**src/rtl/membus_seq_pkg.sv**
```systemverilog
package membus_seq_pkg;

  typedef enum logic [1:0] {
    ACC_FETCH = 2'd0,
    ACC_LOAD  = 2'd1,
    ACC_STORE = 2'd2,
    ACC_IDLE  = 2'd3
  } accKind_e;

  // Control-to-datapath strobes for the current clock.
  typedef struct packed {
    accKind_e kind;       // access on the bus this clock
    logic     latchPh;    // 0: settle clock, 1: latch clock
    logic     fetchLatch; // capture instruction word
    logic     loadLatch;  // capture load data
    logic     pcStep;     // last slot stored, advance program counter
  } seqStrobe_t;

endpackage

```
**src/rtl/membus_seq_ctrl.sv**
```systemverilog
module membus_seq_ctrl
  import membus_seq_pkg::*;
#(
  parameter int SLOTS = 2,
  localparam int SIW  = (SLOTS > 1) ? $clog2(SLOTS) : 1
) (
  input  logic           clk,
  input  logic           rst,
  input  logic           waitIn,
  output seqStrobe_t     strobe,
  output logic [SIW-1:0] slotIdx,
  output logic           instrDone
);

  localparam logic [SIW-1:0] LAST_SLOT = SIW'(SLOTS - 1);

  accKind_e       kindQ, pendKindQ, nxtKind;
  logic           latchQ;
  logic [SIW-1:0] slotQ, pendSlotQ, nxtSlot;

  // Access that follows the one now on the bus.
  always_comb begin
    nxtKind = pendKindQ;
    nxtSlot = pendSlotQ;
    case (kindQ)
      ACC_FETCH: begin
        nxtKind = ACC_LOAD;
        nxtSlot = '0;
      end
      ACC_LOAD: begin
        nxtKind = ACC_STORE;
        nxtSlot = slotQ;
      end
      ACC_STORE: begin
        if (slotQ == LAST_SLOT) begin
          nxtKind = ACC_FETCH;
          nxtSlot = '0;
        end else begin
          nxtKind = ACC_LOAD;
          nxtSlot = slotQ + 1'b1;
        end
      end
      default: begin
        nxtKind = pendKindQ;
        nxtSlot = pendSlotQ;
      end
    endcase
  end

  always_ff @(posedge clk) begin
    if (rst) begin
      kindQ     <= ACC_FETCH;
      latchQ    <= 1'b0;
      slotQ     <= '0;
      pendKindQ <= ACC_FETCH;
      pendSlotQ <= '0;
    end else if (kindQ == ACC_IDLE) begin
      if (!waitIn) begin
        kindQ  <= pendKindQ;
        slotQ  <= pendSlotQ;
        latchQ <= 1'b0;
      end
    end else if (!latchQ) begin
      latchQ <= 1'b1;
    end else if (waitIn) begin
      kindQ     <= ACC_IDLE;
      latchQ    <= 1'b0;
      pendKindQ <= nxtKind;
      pendSlotQ <= nxtSlot;
    end else begin
      kindQ  <= nxtKind;
      slotQ  <= nxtSlot;
      latchQ <= 1'b0;
    end
  end

  always_comb begin
    strobe.kind       = kindQ;
    strobe.latchPh    = latchQ;
    strobe.fetchLatch = (kindQ == ACC_FETCH) && latchQ;
    strobe.loadLatch  = (kindQ == ACC_LOAD) && latchQ;
    strobe.pcStep     = (kindQ == ACC_STORE) && latchQ && (slotQ == LAST_SLOT);
  end

  assign slotIdx   = slotQ;
  assign instrDone = (kindQ == ACC_STORE) && latchQ;

  AST_SETTLE_THEN_LATCH: assert property (@(posedge clk) disable iff (rst)
    (!latchQ && kindQ != ACC_IDLE) |=> (latchQ && kindQ == $past(kindQ)));
  AST_SETTLE_NO_HOLD: assert property (@(posedge clk) disable iff (rst)
    (!latchQ && kindQ != ACC_IDLE && waitIn) |=> (kindQ != ACC_IDLE));
  AST_LATCH_WAIT_HOLDS: assert property (@(posedge clk) disable iff (rst)
    (latchQ && kindQ != ACC_IDLE && waitIn) |=> (kindQ == ACC_IDLE));
  AST_HOLD_RESUMES: assert property (@(posedge clk) disable iff (rst)
    (kindQ == ACC_IDLE && !waitIn) |=> (kindQ != ACC_IDLE && !latchQ));
  AST_DONE_SINGLE: assert property (@(posedge clk) disable iff (rst)
    instrDone |=> !instrDone);

endmodule

```
**src/rtl/membus_seq_dp.sv**
```systemverilog
module membus_seq_dp
  import membus_seq_pkg::*;
#(
  parameter int ADDR_W = 8,
  parameter int DATA_W = 16,
  parameter int SLOTS  = 2,
  localparam int SIW    = (SLOTS > 1) ? $clog2(SLOTS) : 1,
  localparam int SLOT_W = DATA_W / SLOTS
) (
  input  logic              clk,
  input  logic              rst,
  input  seqStrobe_t        strobe,
  input  logic [SIW-1:0]    slotIdx,
  input  logic [DATA_W-1:0] busRdata,
  input  logic [ADDR_W-1:0] loadAddr,
  input  logic [ADDR_W-1:0] storeAddr,
  input  logic [DATA_W-1:0] aluResult,
  output logic [ADDR_W-1:0] busAddr,
  output logic [DATA_W-1:0] busDout,
  output logic              busOe,
  output logic              busWe,
  output logic [1:0]        busCs,
  output logic [SLOT_W-1:0] curInstr,
  output logic [DATA_W-1:0] aluOperand
);

  logic [ADDR_W-1:0] pc;
  logic [DATA_W-1:0] instrWord;
  logic [DATA_W-1:0] operandQ;
  logic [SLOT_W-1:0] slotArr [SLOTS];
  logic              stackSel;

  // Slot g occupies the g-th SLOT_W-bit field, lowest first.
  for (genvar g = 0; g < SLOTS; g++) begin : g_slot
    assign slotArr[g] = instrWord[g*SLOT_W +: SLOT_W];
  end

  assign curInstr = slotArr[slotIdx];
  assign stackSel = curInstr[SLOT_W-1];

  always_ff @(posedge clk) begin
    if (rst) begin
      pc        <= '0;
      instrWord <= '0;
      operandQ  <= '0;
    end else begin
      if (strobe.pcStep)     pc        <= pc + 1'b1;
      if (strobe.fetchLatch) instrWord <= busRdata;
      if (strobe.loadLatch)  operandQ  <= busRdata;
    end
  end

  assign aluOperand = operandQ;

  always_comb begin
    busAddr = '0;
    busDout = '0;
    busOe   = 1'b0;
    busWe   = 1'b0;
    busCs   = 2'b00;
    case (strobe.kind)
      ACC_FETCH: begin
        busAddr = pc;
        busOe   = 1'b1;
      end
      ACC_LOAD: begin
        busAddr = loadAddr;
        busOe   = 1'b1;
        busCs   = {stackSel, 1'b1};
      end
      ACC_STORE: begin
        busAddr = storeAddr;
        busDout = aluResult;
        busWe   = strobe.latchPh;
        busCs   = {stackSel, 1'b1};
      end
      default: ;
    endcase
  end

  AST_OE_WE_EXCL: assert property (@(posedge clk) disable iff (rst)
    !(busOe && busWe));
  AST_STORE_STABLE: assert property (@(posedge clk) disable iff (rst)
    busWe |-> ($stable(busDout) && $stable(busAddr) && $stable(busCs)));
  AST_WE_IN_DATA: assert property (@(posedge clk) disable iff (rst)
    busWe |-> busCs[0]);
  AST_FETCH_FOLLOWS_LAST: assert property (@(posedge clk) disable iff (rst)
    strobe.pcStep |=> ((busOe && busCs == 2'b00) || (!busOe && busCs == 2'b00)));

endmodule

```
**src/rtl/membus_seq.sv**
```systemverilog
module membus_seq
  import membus_seq_pkg::*;
#(
  parameter int ADDR_W = 8,
  parameter int DATA_W = 16,
  parameter int SLOTS  = 2,
  localparam int SIW    = (SLOTS > 1) ? $clog2(SLOTS) : 1,
  localparam int SLOT_W = DATA_W / SLOTS
) (
  input  logic              clk,
  input  logic              rst,
  input  logic              waitIn,
  input  logic [DATA_W-1:0] busRdata,
  input  logic [ADDR_W-1:0] loadAddr,
  input  logic [ADDR_W-1:0] storeAddr,
  input  logic [DATA_W-1:0] aluResult,
  output logic [ADDR_W-1:0] busAddr,
  output logic [DATA_W-1:0] busDout,
  output logic              busOe,
  output logic              busWe,
  output logic [1:0]        busCs,
  output logic [SLOT_W-1:0] curInstr,
  output logic [DATA_W-1:0] aluOperand,
  output logic              instrDone
);

  seqStrobe_t     strobe;
  logic [SIW-1:0] slotIdx;

  membus_seq_ctrl #(.SLOTS(SLOTS)) u_ctrl (
    .clk       (clk),
    .rst       (rst),
    .waitIn    (waitIn),
    .strobe    (strobe),
    .slotIdx   (slotIdx),
    .instrDone (instrDone)
  );

  membus_seq_dp #(.ADDR_W(ADDR_W), .DATA_W(DATA_W), .SLOTS(SLOTS)) u_dp (
    .clk        (clk),
    .rst        (rst),
    .strobe     (strobe),
    .slotIdx    (slotIdx),
    .busRdata   (busRdata),
    .loadAddr   (loadAddr),
    .storeAddr  (storeAddr),
    .aluResult  (aluResult),
    .busAddr    (busAddr),
    .busDout    (busDout),
    .busOe      (busOe),
    .busWe      (busWe),
    .busCs      (busCs),
    .curInstr   (curInstr),
    .aluOperand (aluOperand)
  );

endmodule

```
**config.mk**
```make
export PLATFORM = sky130hd
export DESIGN_NAME = membus_seq
export DESIGN_NICKNAME = d
export VERILOG_FILES = /design/src/rtl/membus_seq_pkg.sv /design/src/rtl/membus_seq_ctrl.sv /design/src/rtl/membus_seq_dp.sv /design/src/rtl/membus_seq.sv
export SDC_FILE = /design/constraint.sdc
export NUM_CORES = 1
export LEC_CHECK = 0
export ABC_AREA = 1
export BUFFER_PORTS_ARGS = -buffer_cell sky130_fd_sc_hd__buf_2
export CORE_ASPECT_RATIO = 1.4
export CORE_MARGIN = 2
export CORE_UTILIZATION = 24
export DETAILED_ROUTE_END_ITERATION = 16
export GPL_ROUTABILITY_DRIVEN = 0
export PLACE_DENSITY = 0.5
export SYNTH_ARGS = -nofsm -noshare
export SYNTH_HDL_FRONTEND = slang
export SYNTH_HIERARCHICAL = 1
export SYNTH_SLANG_ARGS = --single-unit
```
**constraint.sdc**
```tcl
create_clock -name clk -period 2.1 [get_ports clk]
set_clock_uncertainty 0.15 [all_clocks]
set_input_delay 0.42 -clock clk [delete_from_list [all_inputs] [get_ports clk]]
set_output_delay 0.42 -clock clk [all_outputs]
set_load 0.05 [all_outputs]
```
==> qor.json <==
{
  "synth_seq_area_share_pct": 39.7,
  "placed_area_mm2": 0.00304,
  "detailroute.via_count": 2540,
  "timing.critical_path.to_type": "output port",
  "fillerInstances": 1032,
  "postRouteWirelength_mm": 6.86,
  "first_global_vias": 2527,
  "pin_count_of_the_biggest_net_entering_global_routing": 40,
  "timing.final.hold_violations": 0,
  "path_max_fanout": 15,
  "final_setup_violation_count": 0,
  "synth_ff_type": "sky130_fd_sc_hd__dfxtp_1",
  "final_design_area_no_fill_mm2": 0.00337,
  "pin_count": 104,
  "ant_nets": 0,
  "rsz_0062_raised_after_global_routing": "yes",
  "drt-wirelength-per-cell_um": 11.4,
  "total_die_area_mm2": 0.0107,
  "drcViolationCount": 0,
  "placeableCoreArea_mm2": 0.00951,
  "clockBufferDepth": 2,
  "synth_area_leaders": "sky130_fd_sc_hd__dfxtp_1 40%, sky130_fd_sc_hd__nand2_1 15%, sky130_fd_sc_hd__nor2_1 13%",
  "synth.top_cells.by_count": "93 x sky130_fd_sc_hd__nand2_1, 80 x sky130_fd_sc_hd__nor2_1, 47 x sky130_fd_sc_hd__dfxtp_1, 45 x sky130_fd_sc_hd__inv_1, 36 x sky130_fd_sc_hd__o21ai_0",
  "clock_insertion_delay_worst_skew_ns": 0.28,
  "chipHeight_um": 122,
  "post_drt_via_cell_ratio": 4.21,
  "relSlewSlack_pct": 61.7,
  "placement_rows": 42,
  "ctsHtreeMaxLevel": 2,
  "cts.reportedPaths.clkPinSlew_ns": 0.06,
  "synth-seq-cells": 47,
  "max_slew.worst_pin.slew_ns": 0.574,
  "firstDrtPassIters": 4,
  "floorplan.die.width_um": 88.0,
  "worst_setup_path_start_kind": "flip-flop",
  "post-synth-top-count-cell": "sky130_fd_sc_hd__nand2_1",
  "number_of_buffers_inserted_by_post_cts_setup_repair": 0,
  "final.min_clock_period_ns": 2.03,
  "yosys_warnings": 6,
  "cellPowerDensity_mw_per_mm2": 832,
  "dr.first_iter.drc_count": 80,
  "global_route_wire_length_before_repair_mm": 11.1,
  "drive_gt1_share_pct": 30.8,
  "layout.nets": 526,
  "dp.final_hpwl_mm": 5.05,
  "layout_setup_ws_ns": 0.0739,
  "crit_arrival_ns": 1.46,
  "max_freq_mhz": 494,
  "synth_enable_flop_cells": 0,
  "root_buffer": "sky130_fd_sc_hd__clkbuf_16",
  "syn_to_final_growth_pct": 42.1,
  "tritoncts_num_sinks": 47,
  "antennaDiodeCount": 0,
  "synthDistinctLibCells": 27,
  "path_class": "flip-flop to output port",
  "power.leakage_nw": 1.86,
  "pre_cts_ws_ns": 0.246,
  "tritoncts.num_buffers": 5,
  "async_reset_ff_share_pct": 0,
  "grt_remaining_overflow": 0,
  "mappedNetlistNets": 423,
  "cts_tree": "done",
  "setup-tns-final_ns": 0,
  "outcome": "finished clean",
  "syn-cell-area_mm2": 0.00237,
  "vdd_ir_drop_max_uv": 590,
  "grt_usage_pct": 13.1,
  "synth_area_leader_cell": "sky130_fd_sc_hd__dfxtp_1",
  "maxCapViolations": 0,
  "timing_max_transition_violations_final": 0,
  "portion_of_synthesized_cell_area_occupied_by_the_leading_cell_type_pct": 39.7,
  "io_buffers": 103,
  "syn_area_per_cell_um2": 6.46,
  "design_power_total_mw": 2.80,
  "worstHoldPathType": "primary input to flip-flop",
  "fin_crit_sh_pct": 96.5,
  "number_of_antenna_violations_at_the_first_check_in_global_routing": 0,
  "worst-endpoint-required_ns": 1.53,
  "synth_cells": 367,
  "initial_core_util_pct": 24.9
}
-- layer usage --
| metal | routed length (µm) | track usage [%] | vias up |
|---|---|---|---|
| met1 | 2850 | 14.1 | 1121 |
| met3 | 495 | 3.32 | 6 |
| met5 | 0 | 0 | - |
| met2 | 3400 | 24.1 | 84 |
| met4 | 109 | 4.90 | 0 |
| li1 | - | - | 1329 |
-- cells in the final DEF, fill, tap and decap left out, types with 3 or more instances in the layout --
cell type and n:
sky130_fd_sc_hd__nand3_1 13, sky130_fd_sc_hd__a21oi_1 9, sky130_fd_sc_hd__inv_2 4, sky130_fd_sc_hd__buf_6 12
sky130_fd_sc_hd__ha_4 3, sky130_fd_sc_hd__clkbuf_16 5, sky130_fd_sc_hd__o21ai_0 36, sky130_fd_sc_hd__buf_4 21
sky130_fd_sc_hd__nand2_1 93, sky130_fd_sc_hd__inv_1 42, sky130_fd_sc_hd__dfxtp_2 3, sky130_fd_sc_hd__buf_2 79
sky130_fd_sc_hd__nor2_1 80, sky130_fd_sc_hd__dfxtp_1 44
-- logic make-up (layout without fill, tap and decap cells) --
logic type / count (synthesis) / after routing / synth area share (%)
buffers and inverters: 63 / 167 / 11.2
AOI/OAI and AO/OA: 52 / 52 / 11.6
and+or+nand+nor: 200 / 200 / 34.8
adders and majority gates: 5 / 5 / 2.64
DFF: 47 / 47 / 39.7
-- sequential cells by signal, summed over array words and instances, names as in the netlist --
signal	flops
u_ctrl/pendKindQ	2
u_dp/aluOperand	16
u_dp/pc	8
u_ctrl/latchQ	1
u_ctrl/slotIdx	1
u_dp/instrWord	16
u_ctrl/kindQ	2
u_ctrl/pendSlotQ	1
-- area by class of cell --
| type | instances | area, µm² | area share [%] |
|---|---|---|---|
| clock inverters | 2 | 35.0 | 1.04 |
| repair buffers | 112 | 688 | 20.4 |
| multi-input cells | 257 | 1220 | 36.1 |
| flip-flops and latches | 47 | 945 | 28.0 |
| clock buffers | 6 | 139 | 4.12 |
| well taps | 132 | 165 | 4.90 |
| inverters | 47 | 179 | 5.31 |
-- path summary, 6_finish.rpt --
check | start | to | slack [ns] | cells after the start
setup / recovery | u_ctrl/kindQ[0] | busDout[2] | 0.07 | 7
hold / removal | busRdata[13] | u_dp/aluOperand[13] | 0.22 | 3
setup reg to reg | u_ctrl/kindQ[0] | u_dp/pc[6] | 0.21 | 9
hold reg to reg | u_ctrl/pendKindQ[1] | u_ctrl/pendKindQ[1] | 0.33 | 2
-- worst max-delay path, stage by stage, from the launching register on --
cell	delay (ns)
sky130_fd_sc_hd__dfxtp_2	0.34
sky130_fd_sc_hd__inv_2	0.10
sky130_fd_sc_hd__ha_4	0.15
sky130_fd_sc_hd__buf_6	0.12
sky130_fd_sc_hd__buf_6	0.14
sky130_fd_sc_hd__nand2_1	0.07
sky130_fd_sc_hd__inv_1	0.08
sky130_fd_sc_hd__buf_6	0.16
-- per-stage QoR --
| step | util (%) | hold slack, ns | instances |
|---|---|---|---|
| final | 35.4 | 0.221 | 603 |
| after global routing | 35.4 | 0.232 | 603 |
| after CTS | 34.5 | 0.206 | 602 |
| after detailed placement | 32.0 | 0.322 | 594 |
| after global placement | 32.0 | 0.313 | 594 |
| after floorplan | - | 0.285 | 367 |
-- timing repair --
| item | CTS | global route |
|---|---|---|
| gates resized for setup | 28 | 21 |
| setup endpoints to repair | 26 | 26 |
| pin swaps | 0 | 1 |
| endpoints found under the hold margin | 0 | 0 |
| gates cloned | 0 | 1 |
| hold buffers | 0 | 0 |
-- power breakdown --
part	internal [mW]	switching [mW]
combinational	0.264	0.611
clock	0.592	0.332
sequential	0.963	0.0399
Power figures use the tool's default switching activity.
